## src/rtl/fsc_pkg.sv

```systemverilog
package fsc_pkg;
   localparam int STATE_W = 4;

   typedef enum logic [STATE_W-1:0] {
      ST_RUN          = 4'd0,
      ST_IDLE         = 4'd1,
      ST_SQUASH       = 4'd2,
      ST_BLOCKED      = 4'd3,
      ST_TRAP_WAIT    = 4'd4,
      ST_QUIESCE_WAIT = 4'd5,
      ST_MEM_WAIT     = 4'd6,
      ST_MEM_RETRY    = 4'd7,
      ST_MEM_DONE     = 4'd8
   } fetch_state_e;
endpackage

```

## src/rtl/fsc_stall_bits.sv

```systemverilog
module fsc_stall_bits #(
   parameter int NUM_STAGES = 4
) (
   input  logic                  clk,
   input  logic                  rst_n,
   input  logic [NUM_STAGES-1:0] blk_i,
   input  logic [NUM_STAGES-1:0] unblk_i,
   output logic [NUM_STAGES-1:0] bits_q,
   output logic                  any_nxt_o
);
   logic [NUM_STAGES-1:0] bits_nxt;

   // set wins over clear; both together is a protocol violation
   for (genvar s = 0; s < NUM_STAGES; s++) begin : g_bit
      assign bits_nxt[s] = blk_i[s] ? 1'b1 : (unblk_i[s] ? 1'b0 : bits_q[s]);
   end

   assign any_nxt_o = |bits_nxt;

   always_ff @(posedge clk) begin
      if (!rst_n) bits_q <= '0;
      else        bits_q <= bits_nxt;
   end
endmodule

```

## src/rtl/fsc_thread_fsm.sv

```systemverilog
module fsc_thread_fsm
   import fsc_pkg::*;
(
   input  logic         clk,
   input  logic         rst_n,
   input  logic         cmt_squash_i,
   input  logic         rob_hold_i,
   input  logic         dec_squash_i,
   input  logic         stall_i,
   input  logic         req_i,
   input  logic         accept_i,
   input  logic         retry_i,
   input  logic         resp_i,
   output fetch_state_e state_q,
   output fetch_state_e state_nxt,
   output logic         drop_q
);
   logic drop_nxt;
   logic live_resp;
   logic in_mem;

   assign live_resp = resp_i && !drop_q;
   assign in_mem    = (state_q == ST_MEM_WAIT) || (state_q == ST_MEM_RETRY);

   always_comb begin
      state_nxt = state_q;
      if (cmt_squash_i) begin
         state_nxt = ST_SQUASH;
      end else if (rob_hold_i) begin
         state_nxt = ST_SQUASH;
      end else if (dec_squash_i && state_q != ST_SQUASH) begin
         state_nxt = ST_SQUASH;
      end else if (stall_i && !in_mem) begin
         state_nxt = ST_BLOCKED;
      end else if (state_q == ST_BLOCKED || state_q == ST_SQUASH) begin
         state_nxt = ST_RUN;
      end else begin
         unique case (state_q)
            ST_RUN: begin
               if (req_i) state_nxt = accept_i ? ST_MEM_WAIT : ST_MEM_RETRY;
            end
            ST_MEM_RETRY: begin
               if (retry_i) state_nxt = ST_MEM_WAIT;
            end
            ST_MEM_WAIT: begin
               if (live_resp) state_nxt = stall_i ? ST_BLOCKED : ST_MEM_DONE;
            end
            ST_MEM_DONE: state_nxt = ST_RUN;
            default:     state_nxt = state_q;
         endcase
      end
   end

   // one abandoned request remembered; the stale response is consumed first
   assign drop_nxt = (drop_q && !resp_i) ||
                     (state_q == ST_MEM_WAIT && state_nxt == ST_SQUASH && !live_resp);

   always_ff @(posedge clk) begin
      if (!rst_n) begin
         state_q <= ST_RUN;
         drop_q  <= 1'b0;
      end else begin
         state_q <= state_nxt;
         drop_q  <= drop_nxt;
      end
   end
endmodule

```

## src/rtl/fsc_status_ctrl.sv

```systemverilog
module fsc_status_ctrl
   import fsc_pkg::*;
#(
   parameter int NUM_THREADS = 2,
   parameter int NUM_STAGES  = 4
) (
   input  logic                              clk,
   input  logic                              rst_n,
   input  logic [NUM_THREADS-1:0]            thread_active_i,
   input  logic [NUM_THREADS*NUM_STAGES-1:0] blk_pulse_i,
   input  logic [NUM_THREADS*NUM_STAGES-1:0] unblk_pulse_i,
   input  logic [NUM_THREADS-1:0]            cmt_squash_i,
   input  logic [NUM_THREADS-1:0]            rob_squashing_i,
   input  logic [NUM_THREADS-1:0]            dec_squash_i,
   input  logic                              ctx_stall_i,
   input  logic [NUM_THREADS-1:0]            mem_req_i,
   input  logic [NUM_THREADS-1:0]            mem_accept_i,
   input  logic [NUM_THREADS-1:0]            mem_retry_i,
   input  logic [NUM_THREADS-1:0]            mem_resp_i,
   output logic [NUM_THREADS*STATE_W-1:0]    state_o,
   output logic [NUM_THREADS-1:0]            drop_resp_o,
   output logic                              status_changed_o,
   output logic                              stage_active_o
);
   localparam int FLAG_W = NUM_THREADS * NUM_STAGES;

   if (NUM_THREADS < 1) begin : g_bad_threads
      $error("NUM_THREADS must be at least 1");
   end
   if (NUM_STAGES < 1) begin : g_bad_stages
      $error("NUM_STAGES must be at least 1");
   end

   logic [FLAG_W-1:0]      stall_flat;
   logic [NUM_THREADS-1:0] stall_any;
   logic [NUM_THREADS-1:0] moving;
   logic [NUM_THREADS-1:0] fetch_ready;

   for (genvar t = 0; t < NUM_THREADS; t++) begin : g_thr
      fetch_state_e cur_st;
      fetch_state_e nxt_st;
      logic         any_stage;

      fsc_stall_bits #(.NUM_STAGES(NUM_STAGES)) u_bits (
         .clk       (clk),
         .rst_n     (rst_n),
         .blk_i     (blk_pulse_i[t*NUM_STAGES +: NUM_STAGES]),
         .unblk_i   (unblk_pulse_i[t*NUM_STAGES +: NUM_STAGES]),
         .bits_q    (stall_flat[t*NUM_STAGES +: NUM_STAGES]),
         .any_nxt_o (any_stage)
      );

      assign stall_any[t] = any_stage || ctx_stall_i;

      fsc_thread_fsm u_fsm (
         .clk          (clk),
         .rst_n        (rst_n),
         .cmt_squash_i (cmt_squash_i[t]),
         .rob_hold_i   (rob_squashing_i[t]),
         .dec_squash_i (dec_squash_i[t]),
         .stall_i      (stall_any[t]),
         .req_i        (mem_req_i[t]),
         .accept_i     (mem_accept_i[t]),
         .retry_i      (mem_retry_i[t]),
         .resp_i       (mem_resp_i[t]),
         .state_q      (cur_st),
         .state_nxt    (nxt_st),
         .drop_q       (drop_resp_o[t])
      );

      assign state_o[t*STATE_W +: STATE_W] = cur_st;
      assign moving[t]      = (nxt_st != cur_st);
      assign fetch_ready[t] = thread_active_i[t] &&
                              (cur_st == ST_RUN || cur_st == ST_SQUASH ||
                               cur_st == ST_MEM_DONE);
   end

   assign status_changed_o = |moving;
   assign stage_active_o   = |fetch_ready;
endmodule

```

## config.mk

```make
export PLATFORM = sky130hd
export DESIGN_NAME = fsc_status_ctrl
export DESIGN_NICKNAME = d
export VERILOG_FILES = /design/src/rtl/fsc_pkg.sv /design/src/rtl/fsc_stall_bits.sv /design/src/rtl/fsc_thread_fsm.sv /design/src/rtl/fsc_status_ctrl.sv
export SDC_FILE = /design/constraint.sdc
export NUM_CORES = 1
export LEC_CHECK = 0
export ABC_AREA = 0
export CAP_MARGIN = 40
export CORE_ASPECT_RATIO = 1.1
export CORE_MARGIN = 4
export CORE_UTILIZATION = 45
export DETAILED_ROUTE_END_ITERATION = 16
export DONT_BUFFER_PORTS = 1
export PLACE_DENSITY = 0.67
export SYNTH_ARGS = -nofsm -noshare
export SYNTH_HDL_FRONTEND = slang
export SYNTH_SLANG_ARGS = --single-unit
```

## constraint.sdc

```tcl
create_clock -name clk -period 5 [get_ports clk]
set_input_delay 0.5 -clock clk [delete_from_list [all_inputs] [get_ports clk]]
set_output_delay 0.5 -clock clk [all_outputs]
set_load 0.01 [all_outputs]
```

==> results.yml <==
outcome:
  status: "finished clean"
floorplan:
  io_pins: 47
  fp.coreArea_sq_um: 2830
  die_area_sq_um: 3980
  initial_core_util: 0.483
  dieHeight_microns: 65.8
  die_w_microns: 60.5
  num_rows: 20
pwr:
  p_clk_frac: 0.321
  p_int_uw: 214
  power.density_nw_per_um2: 210
  finalPower_uw: 293
  p_leak_uw: 0.000438
  power.switching_uw: 78.9
  power_frac_seq: 0.531
  power_frac_comb: 0.148
  p_sw_frac: 0.269
  ir_worst_vdd_v: 0.000155
setup_path:
  path_buf_inv: 0
  cp.required_ps: 4500
  critPathLaunchType: "flop"
  setup.worst_path.class: "reg -> out"
  slowest_delay_ps: 580
  r2r_end: "g_thr[1].u_fsm.drop_q"
  cp_max_fo: 12
  reg2regPathDepth: 6
  crit_slowest_cell: "dfxtp_1"
  reg2reg_setup_slack_ps: 2590
  crit_chain: "or4b_4 > a211oi_4 > nand3_2 > or3_1 > a221oi_2 > nand4_1"
  worstSetupEndpointType: "primary output"
  worstPathArrival_ps: 2760
  cp_top_family: "simple AND/OR/NAND/NOR gates"
  reg2reg_from: "g_thr[1].u_fsm.state_q[1]"
global_routing:
  grt_pass1_vias: 1252
  grt_max_degree: 17
  antenna_found_initial: 0
  grt_pass1_wl_mm: 5.69
  grt_use_total: 0.186
  gr-total-overflow: 0
worst_hold_path:
  min_from: "rst_n"
  holdPathEnd: "g_thr[1].u_bits.bits_q[1]"
  min_path_type: "in -> reg"
  min_path_cells: 1
yosys:
  ys_types: 51
  syn_inst: 174
  synth-seq-cells: 18
  synth_warnings: 0
  ys.flop_type: "dfxtp_1"
  async_flop_share: 0
  synth_nets: 209
  synth.area.top_cells: "dfxtp_1 26%, o21a_1 5.5%, nor2b_1 4.6%, nor4_1 4.1%, o21ai_0 4.0%"
  synth_area_sq_um: 1370
  synth.top_cell.area_share: 0.264
  synth_area_per_cell_sq_um: 7.85
  yosysSeqAreaShare: 0.264
  synth-edff-count: 0
  yosys.area.top_type: "dfxtp_1"
finish:
  area_growth_pct: 2.11
  drive_gt1_frac: 0.0778
  layout_common_cells: "18 x dfxtp_1, 11 x o21ai_0, 10 x nor2b_1, 10 x a21oi_1, 10 x o21a_1"
  antenna_cells_inserted: 0
  num-nets-final: 203
  final_common_cell: "dfxtp_1"
clock_tree:
  cts_resized: 0
  hold_buffers: 0
  cts_tree: "done"
  root_buffer: "clkbuf_4"
  postCtsSetupRepairBufs: 0
  cts-htree-levels: 1
  clkSlewWorstSetupHoldPaths_ps: 110
  clockBufferDepth: 2
  cts_buffers: 3
  clock-sinks: 18
  clk_latency_ps: 300
route:
  wl_per_cell_microns: 17.8
  routed_wl_mm: 3.56
  postRouteAntennaNets: 0
  avgViaCountPerCell: 6.54
  drc: 0
  vias: 1307
  first_iter_violations: 117
  drt_first_pass_iters: 4
placed_design:
  gp_congestion: 0.900
  place_hpwl_mm: 2.74
  io_buffers: 0
sta:
  timing.setup.tns_ps: 0
  max_freq_ghz: 0.306
  fin_crit_sh: 0.653
  slew_headroom: 0.588
  period_needed_ps: 3260
  drv_slew: 0
  rsz0062_at_grt: "no"
  finClkSkew_ps: 5.06
  worstMarginPinSlew_ps: 612
  setup_viol_count_final: 0
  finalHoldViolations: 0
flow_run:
  maxCapViolCount: 0
cells in the mapped netlist, types with 2 or more instances:
| cell | number |
|---|---|
| buf_4 | 2 |
| a21oi_1 | 10 |
| nand3_1 | 2 |
| nor2b_1 | 10 |
| o31a_1 | 2 |
| o21a_1 | 10 |
| a2111oi_0 | 2 |
| and3_1 | 2 |
| or3_1 | 3 |
| o22ai_1 | 2 |
| or2_2 | 2 |
| nand4_1 | 2 |
| o21ai_0 | 11 |
| o311ai_0 | 2 |
| nor2_1 | 9 |
| nor4b_1 | 2 |
| o31ai_1 | 2 |
| dfxtp_1 | 18 |
| inv_1 | 9 |
| a21boi_0 | 5 |
| nor3_1 | 2 |
| a211o_1 | 2 |
| a211oi_1 | 3 |
| or4_1 | 2 |
| nand2b_1 | 7 |
| nor3b_1 | 3 |
| clkbuf_1 | 9 |
| nor4_1 | 9 |
| and2_1 | 2 |
| nand2_1 | 7 |
cells by family (layout without fill, tap and decap cells):
logic type,Yosys count,in the layout,synth area share
AOI/OAI and AO/OA,62,62,0.331
adders and majority gates,1,1,0.00733
buffers and inverters,20,13,0.0605
DFF,18,18,0.264
muxes,1,1,0.00733
and+or+nand+nor,72,72,0.330
layout make-up:
class                           count  area, sq um
Fill cell                         292         1430
Multi-Input combinational cell    136          922
Sequential cell                    18          360
Tap cell                           33         41.3
Clock buffer                        4         36.3
Inverter                            9         33.8
state kept, by name, summed over array words and instances (netlist names):
signal and count:
g_thr.u_bits.bits_q 8, g_thr.u_fsm.drop_q 2, g_thr.u_fsm.state_q 8
worst max path at each step:
stage	from	to	slack, ps	cells past startpoint
after global placement	g_thr[0].u_fsm.state_q[1]	status_changed_o	2170	6
after detailed placement	g_thr[0].u_fsm.state_q[1]	status_changed_o	2080	6
after CTS	g_thr[0].u_fsm.state_q[1]	status_changed_o	1730	6
after floorplan	ctx_stall_i	status_changed_o	2330	6
final	g_thr[0].u_fsm.state_q[1]	status_changed_o	1740	6
after global routing	g_thr[0].u_fsm.state_q[1]	status_changed_o	1550	6
power groups by stage:
| stage | Clock (uW) | Sequential (uW) | Combinational (uW) |
|---|---|---|---|
| 2_1_floorplan | 0 | 155 | 39.6 |
| 5_1_grt | 103 | 156 | 48.4 |
| 3_3_place_gp | 0 | 158 | 41.9 |
| 6_report | 94.1 | 156 | 43.3 |
| 4_1_cts | 96.2 | 155 | 43.1 |
| 3_5_place_dp | 0 | 159 | 42.7 |
worst register-to-register path: cells and delay by family (launching register included):
family                   cells  cell delay [ps]
AND/OR/NAND/NOR              2              560
adder cells (fa/ha/maj)      1              400
AO/OA/AOI/OAI                3              780
flip-flops                   1              620
stage by stage:
step                      hold WS [ps]  setup WS [ps]  instances  instance area (sq um)   util
after floorplan                    481           2330        174                   1370      -
after global placement             494           2170        196                   1360  0.480
after detailed placement           516           2080        196                   1360  0.480
after CTS                          303           1730        200                   1390  0.493
after global routing               291           1550        200                   1390  0.493
final                              310           1740        200                   1390  0.493
per-layer routing:
| metal | up-vias | track usage | part of all wire |
|---|---|---|---|
| met4 | 0 | 0.0569 | 0.010 |
| met2 | 60 | 0.311 | 0.48 |
| met3 | 4 | 0.0373 | 0.094 |
| met5 | - | 0 | 0 |
| li1 | 651 | - | - |
| met1 | 592 | 0.236 | 0.41 |
Power figures use the tool's default switching activity.
